$ cat src/rtl/adc_rd_pkg.sv
package adc_rd_pkg;
  localparam int FRAME_BITS = 16;
  localparam int LEAD_ZEROS = 2;
  localparam int RES_BITS   = FRAME_BITS - LEAD_ZEROS;
  localparam int SCLK_EDGES = 2 * FRAME_BITS;
  localparam int MIN_HALF   = 2;
  localparam int ECNT_W     = $clog2(SCLK_EDGES + 2);

  typedef enum logic [1:0] {
    ST_IDLE  = 2'd0,
    ST_XFER  = 2'd1,
    ST_QUIET = 2'd2
  } ctrl_state_e;
endpackage

$ cat src/rtl/adc_rd_timer.sv
// Half-period timer and SCLK edge sequencer.
module adc_rd_timer
  import adc_rd_pkg::*;
#(
  parameter int DIV_W = 8
) (
  input  logic              clk,
  input  logic              rst_n,
  input  logic              clear,
  input  logic              run,
  input  logic [DIV_W-1:0]  half_div,
  output logic              tick,
  output logic [ECNT_W-1:0] ecnt,
  output logic              sclk
);
  localparam logic [DIV_W-1:0]  HALF_MIN = DIV_W'(MIN_HALF);
  localparam logic [ECNT_W-1:0] EDGE_LIM = ECNT_W'(SCLK_EDGES);

  logic [DIV_W-1:0]  hd_q, hd_d;
  logic [DIV_W-1:0]  hcnt_q, hcnt_d;
  logic [ECNT_W-1:0] ecnt_q, ecnt_d;
  logic              sclk_q, sclk_d;

  assign tick = run && (hcnt_q == hd_q - 1'b1);
  assign ecnt = ecnt_q;
  assign sclk = sclk_q;

  always_comb begin
    hd_d   = hd_q;
    hcnt_d = hcnt_q;
    ecnt_d = ecnt_q;
    sclk_d = sclk_q;
    if (clear) begin
      hd_d   = (half_div < HALF_MIN) ? HALF_MIN : half_div;
      hcnt_d = '0;
      ecnt_d = '0;
      sclk_d = 1'b1;
    end else if (run) begin
      if (tick) begin
        hcnt_d = '0;
        if (ecnt_q <= EDGE_LIM) ecnt_d = ecnt_q + 1'b1;
        if (ecnt_q < EDGE_LIM)  sclk_d = ~sclk_q;
      end else begin
        hcnt_d = hcnt_q + 1'b1;
      end
    end else begin
      sclk_d = 1'b1;
    end
  end

  always_ff @(posedge clk or negedge rst_n) begin
    if (!rst_n) begin
      hd_q   <= HALF_MIN;
      hcnt_q <= '0;
      ecnt_q <= '0;
      sclk_q <= 1'b1;
    end else begin
      hd_q   <= hd_d;
      hcnt_q <= hcnt_d;
      ecnt_q <= ecnt_d;
      sclk_q <= sclk_d;
    end
  end

  // the half-period counter never passes the latched divider
  a_r2_half_bound: assert property (@(posedge clk) disable iff (!rst_n)
    run |-> (hcnt_q < hd_q));
  // the divider in use is never below the minimum
  a_r2_half_min: assert property (@(posedge clk) disable iff (!rst_n)
    hd_q >= HALF_MIN);
endmodule

$ cat src/rtl/adc_rd_capture.sv
// Frame shift register, result and format-flag registers.
module adc_rd_capture
  import adc_rd_pkg::*;
(
  input  logic                clk,
  input  logic                rst_n,
  input  logic                clear,
  input  logic                cap_en,
  input  logic                bit_in,
  input  logic                load,
  input  logic                mode_fall,
  output logic [RES_BITS-1:0] result,
  output logic                fmt_err
);
  logic [FRAME_BITS-1:0] sh_q, sh_d;
  logic [RES_BITS-1:0]   res_q, res_d;
  logic                  err_q, err_d;
  logic                  lead_bad;

  // Falling mode holds both zeros above the data; rising mode only the second.
  always_comb begin
    lead_bad = 1'b0;
    for (int i = RES_BITS; i < FRAME_BITS; i++) begin
      if (mode_fall || i == RES_BITS) lead_bad = lead_bad | sh_q[i];
    end
  end

  always_comb begin
    sh_d  = sh_q;
    res_d = res_q;
    err_d = err_q;
    if (clear)       sh_d = '0;
    else if (cap_en) sh_d = {sh_q[FRAME_BITS-2:0], bit_in};
    if (load) begin
      res_d = sh_q[RES_BITS-1:0];
      err_d = lead_bad;
    end
  end

  always_ff @(posedge clk or negedge rst_n) begin
    if (!rst_n) begin
      sh_q  <= '0;
      res_q <= '0;
      err_q <= 1'b0;
    end else begin
      sh_q  <= sh_d;
      res_q <= res_d;
      err_q <= err_d;
    end
  end

  assign result  = res_q;
  assign fmt_err = err_q;

  // result and flag only move on a load
  a_r6_result_hold: assert property (@(posedge clk) disable iff (!rst_n)
    !load |=> ($stable(res_q) && $stable(err_q)));
  // a capture and a frame restart never coincide
  a_r3_no_cap_on_clear: assert property (@(posedge clk) disable iff (!rst_n)
    !(clear && cap_en));
endmodule

$ cat src/rtl/adc_rd_ctrl.sv
module adc_rd_ctrl
  import adc_rd_pkg::*;
#(
  parameter int DIV_W   = 8,
  parameter int QUIET_W = 8
) (
  input  logic                clk,
  input  logic                rst_n,
  input  logic                start,
  input  logic                edge_sel,
  input  logic [DIV_W-1:0]    half_div,
  input  logic [QUIET_W-1:0]  quiet_cyc,
  input  logic                sdata,
  output logic                cs_n,
  output logic                sclk,
  output logic                busy,
  output logic                done,
  output logic                fmt_err,
  output logic [RES_BITS-1:0] result
);
  localparam int QC_W = QUIET_W + 1;
  localparam logic [ECNT_W-1:0] EDGE_LIM = ECNT_W'(SCLK_EDGES);
  localparam logic [ECNT_W-1:0] RISE_END = ECNT_W'(SCLK_EDGES - 3);

  ctrl_state_e       state_q, state_d;
  logic              cs_n_q, cs_n_d;
  logic              done_q, done_d;
  logic              mode_q, mode_d;      // 1: rising-edge capture
  logic [QUIET_W-1:0] q_q, q_d;
  logic [QC_W-1:0]   qcnt_q, qcnt_d;
  logic [QC_W-1:0]   q_lim;
  logic              accept, run, tick, last, cap_en, sclk_w;
  logic [ECNT_W-1:0] ecnt;

  assign accept = (state_q == ST_IDLE) && start;
  assign run    = (state_q == ST_XFER);
  assign last   = tick && (ecnt == EDGE_LIM);
  assign q_lim  = (q_q == '0) ? QC_W'(1) : {1'b0, q_q};

  // Even edge index = falling edge, odd = rising edge.
  always_comb begin
    if (!mode_q) cap_en = tick && !ecnt[0] && (ecnt < EDGE_LIM);
    else         cap_en = tick &&  ecnt[0] && (ecnt <= RISE_END);
  end

  adc_rd_timer #(.DIV_W(DIV_W)) timer_i (
    .clk      (clk),
    .rst_n    (rst_n),
    .clear    (accept),
    .run      (run),
    .half_div (half_div),
    .tick     (tick),
    .ecnt     (ecnt),
    .sclk     (sclk_w)
  );

  adc_rd_capture capture_i (
    .clk       (clk),
    .rst_n     (rst_n),
    .clear     (accept),
    .cap_en    (cap_en),
    .bit_in    (sdata),
    .load      (last),
    .mode_fall (!mode_q),
    .result    (result),
    .fmt_err   (fmt_err)
  );

  always_comb begin
    state_d = state_q;
    cs_n_d  = cs_n_q;
    done_d  = 1'b0;
    mode_d  = mode_q;
    q_d     = q_q;
    qcnt_d  = qcnt_q;
    unique case (state_q)
      ST_IDLE: begin
        if (start) begin
          state_d = ST_XFER;
          cs_n_d  = 1'b0;
          mode_d  = edge_sel;
          q_d     = quiet_cyc;
        end
      end
      ST_XFER: begin
        qcnt_d = '0;
        if (last) begin
          state_d = ST_QUIET;
          cs_n_d  = 1'b1;
          done_d  = 1'b1;
        end
      end
      ST_QUIET: begin
        qcnt_d = qcnt_q + 1'b1;
        if (qcnt_q + 1'b1 >= q_lim) state_d = ST_IDLE;
      end
      default: state_d = ST_IDLE;
    endcase
  end

  always_ff @(posedge clk or negedge rst_n) begin
    if (!rst_n) begin
      state_q <= ST_IDLE;
      cs_n_q  <= 1'b1;
      done_q  <= 1'b0;
      mode_q  <= 1'b0;
      q_q     <= '0;
      qcnt_q  <= '0;
    end else begin
      state_q <= state_d;
      cs_n_q  <= cs_n_d;
      done_q  <= done_d;
      mode_q  <= mode_d;
      q_q     <= q_d;
      qcnt_q  <= qcnt_d;
    end
  end

  assign cs_n = cs_n_q;
  assign sclk = sclk_w;
  assign busy = (state_q != ST_IDLE);
  assign done = done_q;

  // Checker support: falling SCLK edges seen while CS is low.
  logic       sclk_prev;
  logic [5:0] chk_falls;
  always_ff @(posedge clk or negedge rst_n) begin
    if (!rst_n) begin
      sclk_prev <= 1'b1;
      chk_falls <= '0;
    end else begin
      sclk_prev <= sclk_w;
      if (cs_n_q)                     chk_falls <= '0;
      else if (sclk_prev && !sclk_w)  chk_falls <= chk_falls + 1'b1;
    end
  end

  // clock parked high whenever the converter is deselected
  a_r9_sclk_idle_high: assert property (@(posedge clk) disable iff (!rst_n)
    cs_n_q |-> sclk_w);
  // chip select released only after all sixteen falling edges
  a_r9_full_frame: assert property (@(posedge clk) disable iff (!rst_n)
    $rose(cs_n_q) |-> (chk_falls == 6'd16 && done_q));
  // done never lasts two cycles
  a_r6_done_single: assert property (@(posedge clk) disable iff (!rst_n)
    done_q |=> !done_q);
  // a start while busy never opens a frame
  a_r7_start_ignored: assert property (@(posedge clk) disable iff (!rst_n)
    (busy && start) |=> !$fell(cs_n_q));
  // busy drops only with chip select high
  a_r7_busy_end_cs_high: assert property (@(posedge clk) disable iff (!rst_n)
    $fell(busy) |-> cs_n_q);
endmodule

$ cat config.mk
export PLATFORM = sky130hd
export DESIGN_NAME = adc_rd_ctrl
export DESIGN_NICKNAME = d
export VERILOG_FILES = /design/src/rtl/adc_rd_pkg.sv /design/src/rtl/adc_rd_timer.sv /design/src/rtl/adc_rd_capture.sv /design/src/rtl/adc_rd_ctrl.sv
export SDC_FILE = /design/constraint.sdc
export NUM_CORES = 1
export LEC_CHECK = 0
export ABC_AREA = 1
export BUFFER_PORTS_ARGS = -buffer_cell sky130_fd_sc_hd__buf_2
export CAP_MARGIN = 20
export CORE_UTILIZATION = 40
export CTS_CLUSTER_DIAMETER = 200
export CTS_CLUSTER_SIZE = 24
export DETAILED_ROUTE_END_ITERATION = 16
export PLACE_DENSITY = 0.54
export SLEW_MARGIN = 20
export SYNTH_ARGS = -nofsm -noshare
export SYNTH_HDL_FRONTEND = slang
export SYNTH_SLANG_ARGS = --single-unit
export TNS_END_PERCENT = 10
$ cat constraint.sdc
create_clock -name clk -period 4.3 [get_ports clk]
set_input_delay 0.43 -clock clk [delete_from_list [all_inputs] [get_ports clk]]
set_output_delay 0.43 -clock clk [all_outputs]
set_load 0.005 [all_outputs]
Yosys cells after proc, flatten, opt, wreduce, memory -nomap -nowiden
Index checks and enable logic that the tools add are counted.

Register bits: 76. Bits of input ports: 21. Output and inout port bits: 19. Word-level logic and storage cells: 82.

$add $sub $neg: 4. Magnitude comparators: 5. Equality and inequality tests: 9. Multiplexer cells: 27. Bitwise gates (word level): 2. Reductions and logical operators: 22.

Operators with widths (number): $mux 8 (5); $mux 16 (2); $mux 6 (4); $pmux 9 s2 (1); $reduce_bool 2->1 (7); $mux 1 (10); $add 9x1->9 const B (1); $ge 9x8->1 (1); $reduce_and 3->1 (3); $add 8x1->8 const B (1); $eq 8x8->1 (1); $logic_not 8->1 (1); $lt 8x2->1 const B (1); $sub 8x1->8 const B (1); $logic_and 1x1->1 (7); $add 6x1->6 const B (1); $eq 6x6->1 const B (1); $le 6x5->1 const B (1); $le 6x6->1 const B (1); $lt 6x6->1 const B (1); $mux 2 (3); $ne 3x3->1 const B (2); $pmux 2 s3 (1); $ne 2x2->1 const B (2); 9 further kinds (10).

Depth between registers and ports, before layout
Depth after elaboration: 8. Gate-level depth with buffers: 16. Depth with buffers taken out: 15.

Modules after synthesis
A second synthesis with hierarchy kept.

Cells, all modules: 523. Area total of the unflattened synthesis: 4101.4 um^2.

Modules (own cells, without submodules): adc_rd_timer (times used 1, cells an instance 228, area an instance 1571.5 um^2, sequential area each 578.1 um^2); adc_rd_ctrl (times used 1, cells an instance 165, area an instance 1327.5 um^2, sequential area each 551.8 um^2); adc_rd_capture (times used 1, cells an instance 130, area an instance 1202.4 um^2, sequential area each 775.7 um^2).

Least setup slack after synthesis
OpenSTA, ideal clock, no wires.

Path kind: register -> register. Start: register timer_i.hd_q[1]. End: register capture_i.sh_q[10]. Library setup time: 0.117 ns. Arrival time: 1.904 ns. Required time: 4.183 ns. Slack: 2.278 ns. Stages on the path, launching flop included: 14. Buffers on the path: 1. Clock period less this slack: 2.022 ns. Cells stage by stage: dfstp_2 inv_1 ha_1 nand2_1 o21ai_0 nor3_1 nand3_2 nor2_4 nand3_4 nand2_2 nand2_4 buf_6 nand2_2 o21ai_2.

Word-level cells in the longest chain between the ends: 7. Elaborated cells on any way between the ends: 9. Those cells by class: 1 x add/sub; 1 x eq/ne; 1 x mux; 6 x reduce/logical.

RTL lines: from (decl) (RTL line adc_rd_timer.sv:19) `logic [DIV_W-1:0] hd_q, hd_d;`; from (signal assigned) (RTL line adc_rd_timer.sv:53) `hd_q <= HALF_MIN;`; from (signal assigned) (RTL line adc_rd_timer.sv:58) `hd_q <= hd_d;`; $sub 8x1->8 * (RTL line adc_rd_timer.sv:24) `assign tick = run && (hcnt_q == hd_q - 1'b1);`; $eq 8x8->1 * (RTL line adc_rd_timer.sv:24); $logic_and 1x1->1 * (RTL line adc_rd_timer.sv:24); $logic_and 1x1->1, on equally long branches (2 in series) (RTL line adc_rd_ctrl.sv:42, adc_rd_ctrl.sv:43); $mux 1 * (RTL line adc_rd_ctrl.sv:42) `if (!mode_q) cap_en = tick && !ecnt[0] && (ecnt < EDGE_LIM);`; $reduce_bool 2->1 (no source line) *; to (signal assigned) (RTL line adc_rd_capture.sv:42) `sh_q <= '0;`; to (signal assigned) (RTL line adc_rd_capture.sv:46) `sh_q <= sh_d;`; to (decl) (RTL line adc_rd_capture.sv:15) `logic [FRAME_BITS-1:0] sh_q, sh_d;`.

Every way passes the cells marked *; elsewhere a longest branch is shown, timed or not. A chain may end at the register's enable or synchronous reset.

Worst setup path after layout
Start: register state_q[0]. End: register timer_i.hcnt_q[2].

Word-level cells in the longest chain between the ends: 5. Elaborated cells on any way between the ends: 8. Those cells by class: 1 x eq/ne; 3 x mux; 4 x reduce/logical.

RTL lines: from (decl) (RTL line adc_rd_ctrl.sv:25) `ctrl_state_e state_q, state_d;`; from (signal assigned) (RTL line adc_rd_ctrl.sv:110) `state_q <= state_d;`; $eq 2x1->1 (RTL line adc_rd_ctrl.sv:36) `assign run = (state_q == ST_XFER);`; $logic_and 1x1->1 (RTL line adc_rd_timer.sv:24); $mux 8 (RTL line adc_rd_timer.sv:39) `if (tick) begin`; $mux 8 (RTL line adc_rd_timer.sv:38) `end else if (run) begin`; $mux 8 (RTL line adc_rd_timer.sv:33) `if (clear) begin`; to (signal assigned) (RTL line adc_rd_timer.sv:59) `hcnt_q <= hcnt_d;`; to (decl) (RTL line adc_rd_timer.sv:20) `logic [DIV_W-1:0] hcnt_q, hcnt_d;`.

Several ways; a longest one is shown, not always the timed one. The select of a mux whose other input is x is not followed.

==> summary.md <==
| Metric | Value |
|---|---|
| Layout area overhead | 11.75% |
| DRT Wirelength | 8.118 mm |
| Register area share after synthesis | 0.4685 |
| Yosys reg bits | 76 |
| Switching Share | 0.4021 |
| Synthesized area | 4068 um^2 |
| R2R depth | 8 |
| Clk pwr share | 0.210 |
| Initial DRT Pass Iterations | 4 |
| Largest net degree at the start of global routing | 77 |
| Initial antenna violation count | 0 |
| Final ANT Viol Nets | 0 |
| Fillers | 1031 |
| Max Transition Viols Final | 0 |
| Fin crit share | 0.6423 |
| Drt first-iter violations | 125 |
| Main flop type after synthesis | dfrtp_1 |
| Setup TNS | 0 ns |
| Ports | 40 |
| P per Cell Area | between 500 and 600 nW/um^2 |
| Clk_skew | about 0.0057 ns |
| Global Route Usage Sum | 0.1730 |
| Port Buf Inserts | 39 |
| Core area | 9819 um^2 |
| Power Internal | 1439 uW |
| Clk buf depth | 2 |
| Critical path class | reg -> reg |
| TritonCTS clock tree | built |
| Ys async rst share | 1.000 |
| Fin. Hold Viols | 0 |
| Post-synth top cells | 153 x nand2_1, 73 x dfrtp_1, 46 x inv_1, 28 x nand3_1, 27 x o21ai_0 |
| Post CTS Setup Buffer Count | 0 |
| Sequential Area | 1906 um^2 |
| Post_cts resized | 0 |
| Worst-skew pair later-pin latency | about 0.35 ns |
| Gate count after technology mapping | 480 |
| DR vias | 3134 |
| Post-synth EDFFs | 0 |
| Count leader, synth | nand2_1 |
| Clock sink count | 76 |
| Site row count | 36 |
| Status | complete, no violations |
| Worst Slack Setup Final | between 1.5 and 2 ns |
| Crit Path Max Fanout | 37 |
| Ys Warns | 0 |
| Worst Setup End Kind | flop |
| Worst EP arrival | 3.03 ns |
| Sw Pwr | between 900 and 1000 uW |
| Worst IR drop on VDD | 0.0001733 V |
| Share of cells above drive strength 1 | 0.2080 |
| Least-Margin Pin Slew | 0.9883 ns |
| Max Cap Viol | 0 |
| Crit path launch type | flop |
| NumNets Final | 561 |
| DP HPWL | roughly 5.7 mm |
| Static Leak | approximately 0.0023 uW |
| Syn Nets | 521 |
| Post-place setup slack | ~1.5 ns |
| Final Util | 0.4629 |
| Die Y | 102.8 um |
| CTS buffer count | 9 |
| Seq pwr share | 0.428 |
| Top post-synthesis cells by area | dfrtp_1 45%, nand2_1 14%, ha_1 6.2% |
| Clock Root Buffer | clkbuf_8 |
| Maximum clock rate | approximately 0.36 GHz |
| Synth area leader | dfrtp_1 |
| # setup viols final | 0 |
| Area taken by multi-input logic gates | ~1900 um^2 |
| Global-route wire length before repair | 13.89 mm |
| Worst hold path type | in -> async |
| H-tree levels | 3 |
| RSZ-0062 raised after global routing | false |
| Die area | 10580 um^2 |
| Crit path time final | 2.762 ns |
| Share of the synthesized area in the top cell type | 0.4491 |
| Routability cong. | 0.8139 |
| Syn_area_per_cell | 8.474 um^2 |
| Slew margin rel. | 0.3411 |
| Comb pwr share | 0.362 |
| Number of library cell types mapped by synthesis | 36 |
| Die Wd | 102.8 um |
| Initial Utilization | 0.4142 |
| Overflow after GRT | 0 |
| Reg clk slew, reported paths | around 0.07 ns |
| Drt wl/cell | between 10 and 15 um |
| Remaining DRCs | 0 |
| Vias/cell | 4.770 |
| Cts hold-fix bufs | 0 |
| Number of diodes | 0 |
| Critical Path RT | 4.56 ns |
| Vias in the first global route | 2945 |
power groups by stage:
| stage | Clock, uW | Combinational [uW] | Sequential [uW] |
|---|---|---|---|
| after floorplan | 0 | 725 | 1000 |
| after global placement | 0 | 866 | 1040 |
| after detailed placement | 0 | 882 | 1040 |
| after CTS | 530 | 885 | 1030 |
| after global routing | 553 | 1010 | 1060 |
| final | 505 | 872 | 1030 |
per-layer routing:
layer,share of wire,GRT usage,up-vias
li1,-,-,1625
met1,0.49,0.2310,1461
met2,0.46,0.2682,34
met3,0.022,0.02847,14
met4,0.029,0.09642,0
met5,0,0,-
stage by stage:
step / hold WS (ns) / cell area, um^2 / instances / total power (uW)
3_5_place_dp: 0.4600 / 4367 / 642 / 1925
3_3_place_gp: 0.4576 / 4367 / 642 / 1907
2_1_floorplan: 0.1344 / 4068 / 480 / 1730
4_1_cts: 0.2688 / 4546 / 657 / 2447
5_1_grt: 0.2905 / 4546 / 657 / 2623
6_report: 0.2168 / 4546 / 657 / 2407
worst max-delay path: stages (launching register included):
cell and delay (ns):
dfrtp_1 0.39, inv_1 0.10, ha_1 0.22, nand2_1 0.06, buf_4 0.28, clkinv_1 0.75, nor2_1 0.45, nand2_1 0.23
o22ai_1 0.18
worst paths after layout:
check | startpoint | endpoint | slack (ns)
worst max register to register | state_q[0]$_DFFE_PN0P_ | timer_i.hcnt_q[2]$_DFFE_PN0P_ | 1.54
worst min-delay path | rst_n | timer_i.hd_q[7]$_DFFE_PN0P_ | 0.22
worst max-delay path | state_q[0]$_DFFE_PN0P_ | timer_i.hcnt_q[2]$_DFFE_PN0P_ | 1.54
max in group asynchronous | rst_n | q_q[3]$_DFFE_PN0P_ | 3.42
worst min register to register | capture_i.result[7]$_DFFE_PN0P_ | capture_i.result[7]$_DFFE_PN0P_ | 0.48
min in group clk | quiet_cyc[6] | q_q[6]$_DFFE_PN0P_ | 0.29
final cells by class:
type,instances,share of cell area
inverters,53,0.04404
well taps,133,0.03661
multi-input cells,340,0.4156
clock inverters,2,0.002202
repair buffers,40,0.04514
clock buffers,13,0.03716
flip-flops and latches,76,0.4192
sequential cells by signal, indices dropped and copies added, names as in the netlist:
name and cells:
q_q 8, timer_i.ecnt 6, cs_n 1, timer_i.sclk 1
mode_q 1, timer_i.hd_q 8, capture_i.fmt_err 1, capture_i.sh_q 16
done 1, timer_i.hcnt_q 8, qcnt_q 9, state_q 2
capture_i.result 14
kinds of logic (layout without fill, tap and decap cells):
group	count (synthesis)	after routing	share of synthesized area
compound gates	66	66	0.1037
fa+ha+maj	20	20	0.06152
flops	76	76	0.4685
buf+inv	64	108	0.06705
xor+xnor	15	15	0.03230
simple gates	239	239	0.2670
cells in the final DEF, fill, tap and decap left out, types with 2 or more instances in the layout:
cell type    n
inv_1       46
clkbuf_8    12
nor4_1       3
dfstp_2      3
o22ai_1      9
nand3_1     28
nor2_1      15
nor2_4       3
nand2_1    153
ha_1        20
nand3_4      2
nand4_1      5
nand3_2      3
buf_4        2
clkinv_2     3
nand2_2     17
dfrtp_1     73
or2_2        2
xor2_1      10
a21oi_1      5
nor3_1       6
o21ai_0     27
xnor2_1      5
buf_2       38
o21ai_2     16
o21ai_1      3
inv_2        5
(Power assumes the default switching activity.)
